### src/rtl/bsw_pkg.sv
package bsw_pkg;

  localparam logic [7:0] IDX_ARG    = 8'h07;
  localparam logic [7:0] IDX_OPC    = 8'h08;
  localparam logic [7:0] IDX_STAT   = 8'h09;
  localparam logic [7:0] OPC_SWITCH = 8'h7A;
  localparam logic [7:0] ST_PEND    = 8'h04;
  localparam logic [7:0] ST_PASS    = 8'h01;

  typedef enum logic [1:0] {
    OP_WR   = 2'b00,
    OP_RD   = 2'b01,
    OP_STOP = 2'b10
  } txn_op_t;

  typedef enum logic [3:0] {
    S_IDLE,
    S_ARG_REQ,
    S_ARG_WAIT,
    S_ARG_IDLE,
    S_OPC_REQ,
    S_OPC_WAIT,
    S_POL_REQ,
    S_POL_WAIT,
    S_STP_REQ,
    S_STP_WAIT,
    S_STP_IDLE,
    S_FINISH
  } seq_state_t;

  // bus code -> one-hot argument byte
  function automatic logic [7:0] sel_to_onehot(input logic [1:0] code);
    logic [7:0] v;
    v = 8'h00;
    if (code != 2'd3) v[code] = 1'b1;
    return v;
  endfunction

  // another poll is wanted after this completion
  function automatic logic status_again(input logic err, input logic [7:0] st);
    return err || (st == ST_PEND);
  endfunction

  // completion counts as success
  function automatic logic status_pass(input logic err, input logic [7:0] st);
    return !err && (st == ST_PASS);
  endfunction

endpackage

### src/rtl/bsw_try_ctr.sv
module bsw_try_ctr #(
  parameter int MAX_TRIES = 3
) (
  input  logic clk,
  input  logic rst_n,
  input  logic clr,
  input  logic inc,
  output logic last
);
  localparam int CNT_W = $clog2(MAX_TRIES + 1);

  logic [CNT_W-1:0] count;

  always_ff @(posedge clk) begin
    if (!rst_n || clr) count <= '0;
    else if (inc)      count <= count + 1'b1;
  end

  // the attempt now in flight is the final one allowed
  assign last = (count == CNT_W'(MAX_TRIES - 1));

  AST_TRIES_BOUND: assert property (@(posedge clk) disable iff (!rst_n)
    count <= CNT_W'(MAX_TRIES)) else $error("try count past bound");

  AST_NO_INC_PAST_LAST: assert property (@(posedge clk) disable iff (!rst_n)
    (inc && last && !clr) |=> (count == CNT_W'(MAX_TRIES))) else $error("count step");

endmodule

### src/rtl/bsw_req_build.sv
module bsw_req_build
  import bsw_pkg::*;
#(
  parameter int ADDR_W = 8
) (
  input  seq_state_t        state,
  input  logic [ADDR_W-1:0] cap_addr,
  input  logic [1:0]        cap_sel,
  output logic              req,
  output logic [1:0]        op,
  output logic [ADDR_W-1:0] addr,
  output logic [7:0]        index,
  output logic [7:0]        wdata,
  output logic              stop
);
  always_comb begin
    req   = 1'b0;
    op    = OP_WR;
    index = 8'h00;
    wdata = 8'h00;
    stop  = 1'b0;
    unique case (state)
      S_ARG_REQ: begin
        req = 1'b1; op = OP_WR; index = IDX_ARG;
        wdata = sel_to_onehot(cap_sel); stop = 1'b1;
      end
      S_OPC_REQ: begin
        req = 1'b1; op = OP_WR; index = IDX_OPC; wdata = OPC_SWITCH;
      end
      S_POL_REQ: begin
        req = 1'b1; op = OP_RD; index = IDX_STAT;
      end
      S_STP_REQ: begin
        req = 1'b1; op = OP_STOP; stop = 1'b1;
      end
      default: ;
    endcase
  end

  assign addr = cap_addr;

endmodule

### src/rtl/bsw_seq.sv
module bsw_seq
  import bsw_pkg::*;
#(
  parameter int ADDR_W    = 8,
  parameter int MAX_TRIES = 3
) (
  input  logic              clk,
  input  logic              rst_n,
  input  logic              start,
  input  logic [ADDR_W-1:0] tgt_addr,
  input  logic [1:0]        bus_sel,
  output logic              busy,
  output logic              done,
  output logic              ok,
  output logic              txn_req,
  output logic [1:0]        txn_op,
  output logic [ADDR_W-1:0] txn_addr,
  output logic [7:0]        txn_index,
  output logic [7:0]        txn_wdata,
  output logic              txn_stop,
  input  logic              txn_done,
  input  logic              txn_err,
  input  logic [7:0]        txn_rdata,
  input  logic              bus_idle
);
  seq_state_t        state, state_nx;
  logic [ADDR_W-1:0] cap_addr;
  logic [1:0]        cap_sel;
  logic              ok_q;
  logic              last_try;

  // named events for the assertions
  logic start_acc, abort_evt, poll_done, poll_again;

  assign start_acc  = (state == S_IDLE) && start;
  assign poll_done  = (state == S_POL_WAIT) && txn_done;
  assign poll_again = poll_done && status_again(txn_err, txn_rdata) && !last_try;
  assign abort_evt  = txn_done && txn_err &&
                      ((state == S_ARG_WAIT) || (state == S_OPC_WAIT));

  always_comb begin
    state_nx = state;
    unique case (state)
      S_IDLE:     if (start) state_nx = S_ARG_REQ;
      S_ARG_REQ:  state_nx = S_ARG_WAIT;
      S_ARG_WAIT: if (txn_done) state_nx = txn_err ? S_FINISH : S_ARG_IDLE;
      S_ARG_IDLE: if (bus_idle) state_nx = S_OPC_REQ;
      S_OPC_REQ:  state_nx = S_OPC_WAIT;
      S_OPC_WAIT: if (txn_done) state_nx = txn_err ? S_FINISH : S_POL_REQ;
      S_POL_REQ:  state_nx = S_POL_WAIT;
      S_POL_WAIT: if (txn_done) state_nx = poll_again ? S_POL_REQ : S_STP_REQ;
      S_STP_REQ:  state_nx = S_STP_WAIT;
      S_STP_WAIT: if (txn_done) state_nx = S_STP_IDLE;
      S_STP_IDLE: if (bus_idle) state_nx = S_FINISH;
      S_FINISH:   state_nx = S_IDLE;
      default:    state_nx = S_IDLE;
    endcase
  end

  always_ff @(posedge clk) begin
    if (!rst_n) begin
      state    <= S_IDLE;
      cap_addr <= '0;
      cap_sel  <= '0;
      ok_q     <= 1'b0;
    end else begin
      state <= state_nx;
      if (start_acc) begin
        cap_addr <= tgt_addr;
        cap_sel  <= bus_sel;
        ok_q     <= 1'b0;
      end else if (poll_done) begin
        ok_q <= status_pass(txn_err, txn_rdata);
      end
    end
  end

  bsw_try_ctr #(.MAX_TRIES(MAX_TRIES)) u_try (
    .clk   (clk),
    .rst_n (rst_n),
    .clr   (start_acc),
    .inc   (poll_done),
    .last  (last_try)
  );

  bsw_req_build #(.ADDR_W(ADDR_W)) u_req (
    .state    (state),
    .cap_addr (cap_addr),
    .cap_sel  (cap_sel),
    .req      (txn_req),
    .op       (txn_op),
    .addr     (txn_addr),
    .index    (txn_index),
    .wdata    (txn_wdata),
    .stop     (txn_stop)
  );

  assign busy = (state != S_IDLE);
  assign done = (state == S_FINISH);
  assign ok   = ok_q;

  AST_DONE_SINGLE: assert property (@(posedge clk) disable iff (!rst_n)
    done |=> !done) else $error("done wider than one cycle");

  AST_REQ_SINGLE: assert property (@(posedge clk) disable iff (!rst_n)
    txn_req |=> !txn_req) else $error("request wider than one cycle");

  AST_OPC_AFTER_IDLE: assert property (@(posedge clk) disable iff (!rst_n)
    (txn_req && txn_index == IDX_OPC) |-> $past(bus_idle)) else $error("opcode before idle");

  AST_POLL_SHAPE: assert property (@(posedge clk) disable iff (!rst_n)
    (txn_req && txn_op == OP_RD) |-> (txn_index == IDX_STAT && !txn_stop)) else $error("poll form");

  AST_ABORT_FINISH: assert property (@(posedge clk) disable iff (!rst_n)
    abort_evt |=> (done && !ok)) else $error("abort not immediate");

  AST_START_IGNORED: assert property (@(posedge clk) disable iff (!rst_n)
    (busy && start) |=> $stable(cap_addr) && $stable(cap_sel)) else $error("start taken while busy");

  AST_RETRY_ONLY_ON_PEND: assert property (@(posedge clk) disable iff (!rst_n)
    poll_again |-> (txn_err || txn_rdata == ST_PEND)) else $error("retry without cause");

endmodule

### config.mk
export PLATFORM = sky130hd
export DESIGN_NAME = bsw_seq
export DESIGN_NICKNAME = d
export VERILOG_FILES = /design/src/rtl/bsw_pkg.sv /design/src/rtl/bsw_try_ctr.sv /design/src/rtl/bsw_req_build.sv /design/src/rtl/bsw_seq.sv
export SDC_FILE = /design/constraint.sdc
export NUM_CORES = 1
export LEC_CHECK = 0
export CORE_MARGIN = 8
export CORE_UTILIZATION = 55
export CTS_BUF_LIST = sky130_fd_sc_hd__clkbuf_4 sky130_fd_sc_hd__clkbuf_8
export DETAILED_ROUTE_END_ITERATION = 10
export DONT_BUFFER_PORTS = 1
export PLACE_DENSITY = 0.69
export SLEW_MARGIN = 10
export SYNTH_ARGS = -nofsm -noshare
export SYNTH_HDL_FRONTEND = slang
export SYNTH_SLANG_ARGS = --single-unit
### constraint.sdc
create_clock -name clk -period 2.3 [get_ports clk]
set_input_delay 0.115 -clock clk [delete_from_list [all_inputs] [get_ports clk]]
set_output_delay 0.115 -clock clk [all_outputs]
set_load 0.01 [all_outputs]
==> out/metrics.sh, run 1 <==
CTS-RESIZED-GATES=0
WORST_PIN_SLEW_NS=0.6203
CRITICAL_PATH.REG2REG.ENDPOINT='state[3]$_SDFFE_PN0P_'
SYN_AVG_CELL_AREA_UM2=8.186
NUMBER_OF_FLOPS_MAPPED_TO_ENABLE_CELLS_BY_YOSYS=0
GLOBALROUTE.TOTALOVERFLOW=0
MULTIINPUTGATEAREA_UM2=674.4
SLEW_HEADROOM=0.5806
STATIC-LEAKAGE-POWER_nW=0.4911
FINALSETUPTNS_NS=0
CLOCK_LATENCY_NS=0.29
MAX_CLOCK_FREQ_MHz=468.1
YOSYSWARNINGS=0
SYNTH-SEQ-CELLS=17
ROUTE.DETAILED.WL_PER_INST_UM=16.31
CLASSIFICATION_OF_THE_WORST_SETUP_PATH='flip-flop to output pin'
SYNTH_COMPOUND_AREA_FRAC=0.1722
TIMING.FINAL.SETUP_VIOLATIONS=0
TIMING.FINAL.CRIT_SHARE=0.9288
DRT_WL_TOTAL_UM=2724
FILLCELLCOUNT=183
CRITICAL_PATH.REG2REG.STARTPOINT='state[0]$_SDFFE_PN0P_'
POST_SYNTHESIS_SIMPLE_GATE_AREA_FRACTION=0.2788
SYNTH_TOP_FLOP_CELL='sky130_fd_sc_hd__dfxtp_1'
IOPINCOUNT=55
SYNTH_SEQUENTIAL_AREA_RATIO=0.2928
POST_SYNTH_FA_HA_MAJ_AREA_FRACTION=0.01076
GRT_START_MAX_NET_PINS=22
WORST_CLOCK_SKEW_NS=0.006043
PLACEMENT.IO_BUFFERS=0
MAX-CLOCK-PATH-BUFFERS=2
TRITONCTS='yes'
REG2REGPATHDEPTH=5
SEQUENTIAL_CELL_AREA_UM2=340.3
POST_CTS.REPAIR.SETUP_BUFFERS=0
FIRST_PASS_ITERS=4
DETAILROUTE.VIA_COUNT=973
ANT_NETS=0
WORSTSETUPSTARTPOINTTYPE='flip-flop'
CP.ARRIVAL_NS=2.02
DRT-VIAS-PER-INSTANCE=5.826
POST_ROUTE_CELLS_DRIVE_ABOVE_1_SHARE=0.07857
SYNTHMUXAREASHARE=0.09473
MIN_PERIOD_NS=2.136
ROOT_BUFFER='sky130_fd_sc_hd__clkbuf_4'
POST_SYNTH_INST_COUNT=142
POST_CTS_HOLD_BUFFER_COUNT=6
CRIT_PATH_MAX_FANOUT=20
DRV.MAX_CAP_VIOLATION_COUNT=0
GLOBAL_ROUTE_USAGE_OVER_ALL_LAYERS=0.1484
STATUS='completed'
FLOORPLAN.CORE_AREA_UM2=1982
HOLD_PATH_CLASS='input pin to flip-flop'
DPL.HPWL_UM=2050
DETAILED_PLACE.AREA_UM2=1101
CRITPATHCAPTURETYPE='output pin'
AREA.GROWTH.SYNTH_TO_FINAL_PCT=2.260
DESIGN_AREA_UM2=1189
SYN-CELL-AREA_UM2=1162
LARGEST_FAMILY_OF_LOGIC_CELLS_BY_SYNTHESIZED_AREA='simple AND/OR/NAND/NOR gates'
ANTENNADIODECOUNT=0
INITIALDRTVIOLATIONCOUNT=24
LAYOUT.CORE_UTILIZATION=0.5997
DIE_X_UM=61.97
FIN_NETS=166
TIMING.HOLD.WORST_ENDPOINT='cap_addr[7]$_SDFFE_PN0P_'
NUMCTSBUFFERS=3
P_PER_AREA_nW_PER_UM2=1027
HOLD_DEPTH=2
INITIAL_CORE_UTILIZATION=0.5865
CLOCK_SINK_COUNT=17
TOTAL_NUMBER_OF_PLACEMENT_ROWS=16
TIMING_MAX_TRANSITION_VIOLATIONS_FINAL=0
WORST_HOLD_STARTPOINT='tgt_addr[7]'
MAX-VDD-IR-DROP_mV=0.6906
CLKTRANSATPATHREGS_NS=0.10
VERT_DIE_DIM_UM=61.97
POST_SYNTH_XOR_AREA_FRACTION=0.007535
VIA_COUNT_OF_THE_FIRST_GLOBAL_ROUTING_PASS=984
MOST-COMMON-LAYOUT-CELLS='17 x sky130_fd_sc_hd__dfxtp_1, 13 x sky130_fd_sc_hd__nor2_1, 11 x sky130_fd_sc_hd__mux2i_1, 11 x sky130_fd_sc_hd__nor2b_1'
RSZ0062_AT_GRT='false'
FP.DIEAREA_UM2=3840
HOLD_VIOL_FINAL=0
PLACE_CONGESTION=0.8549
CTSHTREEMAXLEVEL=1
GRT_ANTENNA_BEFORE_REPAIR=0
GRT_FIRST_PASS_WIRELENGTH_UM=4381
DRC_ERRORS=0
WORSTPATHREQUIRED_NS=2.18
LAYOUT_COMMONEST_CELL='sky130_fd_sc_hd__dfxtp_1'
YS_ASYNC_SR_FRACTION=0
YOSYSUNIQUECELLTYPES=46
R2R_SETUP_SLACK_NS=0.40
[layout make-up]
class,count,share of cell area
multi-input combinational,102,0.5674
sequential,17,0.2863
timing repair buffer,9,0.06947
tap,27,0.02842
inverter,8,0.02526
clock buffer,3,0.01895
clock inverter,1,0.004211
[registers in the layout (all words and copies together), names as in the netlist]
signal       count
u_try.count      2
cap_addr         8
cap_sel          2
state            4
ok               1
[layer usage]
layer  routed length, um  GRT usage
met4                  21    0.04221
met3                 235    0.04115
met5                   0          0
met2                1411     0.2640
met1                1055     0.1673
[critical path, stage by stage, from the launching register on]
cell and delay, ns:
sky130_fd_sc_hd__dfxtp_1 0.71, sky130_fd_sc_hd__nor2_1 0.21, sky130_fd_sc_hd__nand3b_1 0.20, sky130_fd_sc_hd__inv_1 0.17, sky130_fd_sc_hd__or3_1 0.43
[worst max path at each step]
stage,cells past startpoint,startpoint,end,slack [ns]
after global routing,4,state[3]$_SDFFE_PN0P_,txn_req,0.001
final,4,state[3]$_SDFFE_PN0P_,txn_req,0.16
after global placement,5,state[0]$_SDFFE_PN0P_,state[3]$_SDFFE_PN0P_,0.45
after detailed placement,5,state[0]$_SDFFE_PN0P_,state[3]$_SDFFE_PN0P_,0.43
after floorplan,6,state[0]$_SDFFE_PN0P_,state[1]$_SDFFE_PN0P_,0.82
after CTS,4,state[3]$_SDFFE_PN0P_,txn_req,0.17
[metrics by stage]
stage / hold slack (ns) / total power, mW / instances / setup slack [ns]
2_1_floorplan: 0.2432 / 1.009 / 146 / 0.8155
3_3_place_gp: 0.2407 / 1.035 / 157 / 0.4509
3_5_place_dp: 0.2443 / 1.058 / 157 / 0.4344
4_1_cts: 0.005391 / 1.227 / 167 / 0.1664
5_1_grt: 0.005608 / 1.316 / 167 / 0.001389
6_report: 0.003238 / 1.221 / 167 / 0.1637
[cell usage after synthesis (3+ instances only)]
cell,n,share of area
sky130_fd_sc_hd__nor2_1,13,0.042
sky130_fd_sc_hd__dfxtp_1,17,0.29
sky130_fd_sc_hd__buf_4,9,0.058
sky130_fd_sc_hd__clkbuf_1,3,0.0097
sky130_fd_sc_hd__mux2i_1,11,0.095
sky130_fd_sc_hd__buf_2,4,0.017
sky130_fd_sc_hd__buf_6,3,0.029
sky130_fd_sc_hd__nor2b_1,11,0.059
sky130_fd_sc_hd__o21ai_1,3,0.013
sky130_fd_sc_hd__inv_1,8,0.026
sky130_fd_sc_hd__a21oi_1,8,0.034
sky130_fd_sc_hd__o21ai_0,5,0.022
sky130_fd_sc_hd__nor3_1,3,0.013
sky130_fd_sc_hd__nand2_1,5,0.016
[logic make-up after synthesis]
group           after synthesis
compound gates               30
mux                          11
buf+inv                      27
xor+xnor                      1
fa+ha+maj                     1
flops                        17
other cells                   1
simple gates                 54
[report_power, final]
| group | switching, mW | internal [mW] |
|---|---|---|
| clock | 0.0956 | 0.0646 |
| sequential | 0.142 | 0.358 |
| combinational | 0.329 | 0.232 |
| total | 0.567 | 0.654 |
Note: power is estimated with default switching activity, not from simulation.
==> inputs of run 2 (changes only) <==
--- a/config.mk
+++ b/config.mk
@@ -5,11 +5,13 @@
 export SDC_FILE = /design/constraint.sdc
 export NUM_CORES = 1
 export LEC_CHECK = 0
+export ABC_AREA = 1
 export CORE_MARGIN = 8
 export CORE_UTILIZATION = 55
 export CTS_BUF_LIST = sky130_fd_sc_hd__clkbuf_4 sky130_fd_sc_hd__clkbuf_8
 export DETAILED_ROUTE_END_ITERATION = 10
 export DONT_BUFFER_PORTS = 1
+export GPL_TIMING_DRIVEN = 0
 export PLACE_DENSITY = 0.69
 export SLEW_MARGIN = 10
 export SYNTH_ARGS = -nofsm -noshare
==> run 2 against run 1 <==
Synthesized area shrank 6.8%. Combinational power grew 11%. Clock skew shrank 0.0010 ns. Total power grew 2.7%. Register-to-register slack gained 0.53 ns. Design area shrank 1.6%. Maximum frequency grew 20%. Largest cell class unchanged.
==> out/metrics.sh, run 2 <==
FIRST_PASS_ITERS=4  # unchanged
P_PER_AREA_nW_PER_UM2=1071  # +4.3%
SYNTH_TOP_FLOP_CELL='sky130_fd_sc_hd__dfxtp_1'
SYNTH_SEQUENTIAL_AREA_RATIO=0.3141  # +0.02130
SYNTH_LARGEST_TYPE_AREA_FRACTION=0.3141  # +0.02130
CRITPATHCAPTURETYPE='output pin'
REGISTERS_WITH_THE_HIGHEST_FLIP_FLOP_COUNTS='cap_addr: 8 flops, state: 4 flops'
YS_TOP_CELLS_BY_COUNT='30 x sky130_fd_sc_hd__inv_1, 30 x sky130_fd_sc_hd__nand2_1, 18 x sky130_fd_sc_hd__a21oi_1, 17 x sky130_fd_sc_hd__dfxtp_1, 14 x sky130_fd_sc_hd__o21ai_0'
CLOCK_LATENCY_NS=0.28  # about the same
YOSYSWARNINGS=0  # unchanged
CRIT_PATH_MAX_FANOUT=5  # -75%
MULTIINPUTGATEAREA_UM2=538.0  # -20%
SYN_AVG_CELL_AREA_UM2=6.411  # -22%
FP.DIEAREA_UM2=3646  # -5.0%
GR_LAYER_USAGE_MET2=0.2424  # -0.02163
TIMING_MAX_TRANSITION_VIOLATIONS_FINAL=0  # unchanged
SYNTH_TOP_CELL_BY_AREA='sky130_fd_sc_hd__dfxtp_1'
CTSHTREEMAXLEVEL=1  # unchanged
WORSTSETUPSTARTPOINTTYPE='flip-flop'
TIMING.FINAL.CRIT_SHARE=0.7718  # -0.1570
DIE_X_UM=60.39  # -2.6%
YS_ASYNC_SR_FRACTION=0  # unchanged
NUMBER_OF_FLOPS_MAPPED_TO_ENABLE_CELLS_BY_YOSYS=0  # unchanged
DRT_WL_TOTAL_UM=2479  # -9.0%
HOLD_VIOL_FINAL=0  # unchanged
GRT_START_MAX_NET_PINS=11  # -50%
WORSTPATHCELLLIST='inv_2, nor2_2, inv_1, o21ai_0, or2_1'
INITIAL_CORE_UTILIZATION=0.5697  # -0.01675
CLKTRANSATPATHREGS_NS=0.10  # about the same
GLOBAL_ROUTE_USAGE_OVER_ALL_LAYERS=0.1413  # -0.007073
ANTENNADIODECOUNT=0  # unchanged
HOLD_PATH_CLASS='input pin to flip-flop'
IOPINCOUNT=55  # unchanged
CPMAXSTAGEDELAYCELL='sky130_fd_sc_hd__dfxtp_1'
CLOCK_SINK_COUNT=17  # unchanged
FILLCELLCOUNT=201  # +9.8%
GLOBALROUTE.TOTALOVERFLOW=0  # unchanged
POST_ROUTE_CELLS_DRIVE_ABOVE_1_SHARE=0.1854  # +0.1068
TOTAL_NUMBER_OF_PLACEMENT_ROWS=16  # unchanged
GRT_ANTENNA_BEFORE_REPAIR=0  # unchanged
YOSYSUNIQUECELLTYPES=29  # -37%
MOST-COMMON-LAYOUT-CELLS='30 x sky130_fd_sc_hd__inv_1, 30 x sky130_fd_sc_hd__nand2_1, 18 x sky130_fd_sc_hd__a21oi_1'
SYN-CELL-AREA_UM2=1084  # -6.8%
MAX-VDD-IR-DROP_mV=0.7251  # +5.0%
POST_CTS_HOLD_BUFFER_COUNT=1  # -5
SYNTH-SEQ-CELLS=17  # unchanged
WORST_CLOCK_SKEW_NS=0.005020  # -0.001023 ns
POST_CTS.REPAIR.SETUP_BUFFERS=0  # unchanged
PLACEMENT.IO_BUFFERS=0  # unchanged
GRT_FIRST_PASS_WIRELENGTH_UM=4077  # -6.9%
DETAILROUTE.VIA_COUNT=967  # -0.62%
WORSTPATHBUFFERINVERTERCOUNT=2  # +1
RSZ0062_AT_GRT='false'
DRC_ERRORS=0  # unchanged
TIMING.FINAL.SETUP_VIOLATIONS=0  # unchanged
ROUTE.DETAILED.WL_PER_INST_UM=12.09  # -26%
CP_TOP_FAMILY='flip-flops'
MIN_PERIOD_NS=1.775  # -0.3612 ns
FIN_NETS=204  # +23%
VERT_DIE_DIM_UM=60.39  # -2.6%
REPORT.POWER.TOTAL_mW=1.253  # +2.7%
CP.ARRIVAL_NS=1.66  # -0.36 ns
DPL.HPWL_UM=2117  # +3.3%
VIA_COUNT_OF_THE_FIRST_GLOBAL_ROUTING_PASS=987  # +0.30%
LARGEST_REGISTER_FF_COUNT=8  # unchanged
GLOBAL_ROUTE.PEAK_USAGE_LAYER='met2'
INITIALDRTVIOLATIONCOUNT=15  # -38%
MAX_CLOCK_FREQ_MHz=563.3  # +20%
CLASSIFICATION_OF_THE_WORST_SETUP_PATH='flip-flop to output pin'
DRT-VIAS-PER-INSTANCE=4.717  # -19%
TOP_REGISTER='cap_addr'
WORSTPATHREQUIRED_NS=2.18  # about the same
TRITONCTS='yes'
NUMCTSBUFFERS=3  # unchanged
GRT.MET1_USAGE=0.1608  # -0.006480
FLOORPLAN.CORE_AREA_UM2=1902  # -4.0%
STATUS='completed'
CTS-RESIZED-GATES=0  # unchanged
POST_SYNTH_MAIN_AREA_CONTRIBUTORS='sky130_fd_sc_hd__dfxtp_1 31%, sky130_fd_sc_hd__inv_1 10%, sky130_fd_sc_hd__nand2_1 10%'
DELAY_OF_THE_SLOWEST_CELL_ON_THE_WORST_PATH_NS=0.44  # -0.27 ns
AREA.GROWTH.SYNTH_TO_FINAL_PCT=7.968
ANT_NETS=0  # unchanged
FINALSETUPTNS_NS=0  # unchanged
SEQUENTIAL_CELL_AREA_UM2=340.3  # unchanged
MAX-CLOCK-PATH-BUFFERS=2  # unchanged
POST_SYNTH_INST_COUNT=169  # +19%
PLACE_CONGESTION=0.7922  # -7.3%
DRV.MAX_CAP_VIOLATION_COUNT=0  # unchanged
ROOT_BUFFER='sky130_fd_sc_hd__clkbuf_4'
STATIC-LEAKAGE-POWER_nW=0.5636  # +15%
GRTUSAGEMET3=0.03602  # -0.005135
==> run 2: cell count changes after synthesis, moves of 4 or more <==
cell and delta:
sky130_fd_sc_hd__mux2i_1 -11, sky130_fd_sc_hd__inv_2 +4, sky130_fd_sc_hd__o21ai_0 +9, sky130_fd_sc_hd__nand2_1 +25, sky130_fd_sc_hd__nor2b_1 -11, sky130_fd_sc_hd__a21oi_1 +10
sky130_fd_sc_hd__nor2_2 +6, sky130_fd_sc_hd__nand3_1 +4, sky130_fd_sc_hd__inv_1 +22
==> run 2: final cells by class <==
type / count / area share
Timing Repair Buffer: 1 / 0.008556
Clock buffer: 3 / 0.01925
Multi-Input combinational cell: 109 / 0.4599
Buffer: 13 / 0.07914
Sequential cell: 17 / 0.2909
Clock inverter: 1 / 0.004278
Tap cell: 27 / 0.02888
Inverter: 34 / 0.1091
==> run 2: stage by stage <==
stage	worst slack (ns)	hold WS, ns	util	cell area [um2]	instances
floorplan	1.002	0.2770	-	1099	173
global placement	0.8506	0.3015	0.5954	1132	200
detailed placement	0.8256	0.3132	0.5954	1132	200
CTS	0.4948	0.01273	0.6151	1170	205
global route	0.4098	0.02604	0.6151	1170	205
finish	0.5248	0.02145	0.6151	1170	205
==> run 2: kinds of logic after synthesis <==
| group | synth area share |
|---|---|
| other cells | 0.003461 |
| fa+ha+maj | 0.01155 |
| buf+inv | 0.2032 |
| compound gates | 0.1802 |
| flops | 0.3141 |
| simple gates | 0.2875 |
==> run 2: path summary, 6_finish.rpt <==
path | from | endpoint | slack, ns | depth (start not counted)
max | state[3]$_SDFFE_PN0P_ | txn_req | 0.52 | 5
min | rst_n | ok$_SDFFE_PP0N_ | 0.02 | 2
max reg2reg | state[1]$_SDFFE_PN0P_ | state[3]$_SDFFE_PN0P_ | 0.93 | 9
min reg2reg | u_try.count[1]$_SDFFE_PP0N_ | u_try.count[1]$_SDFFE_PP0N_ | 0.48 | 2
==> run 2: where the power goes <==
group	internal [mW]	switching [mW]	total, mW
logic	0.208	0.416	0.624
registers	0.383	0.0952	0.478
clock network	0.0645	0.0869	0.151
total	0.655	0.599	1.25
==> run 2: routing by layer <==
metal	wire, um	share of wire	vias up
met5	0	0	-
met4	14	0.0056	0
met3	218	0.088	2
met2	1196	0.48	32
met1	1049	0.42	404
li1	-	-	529
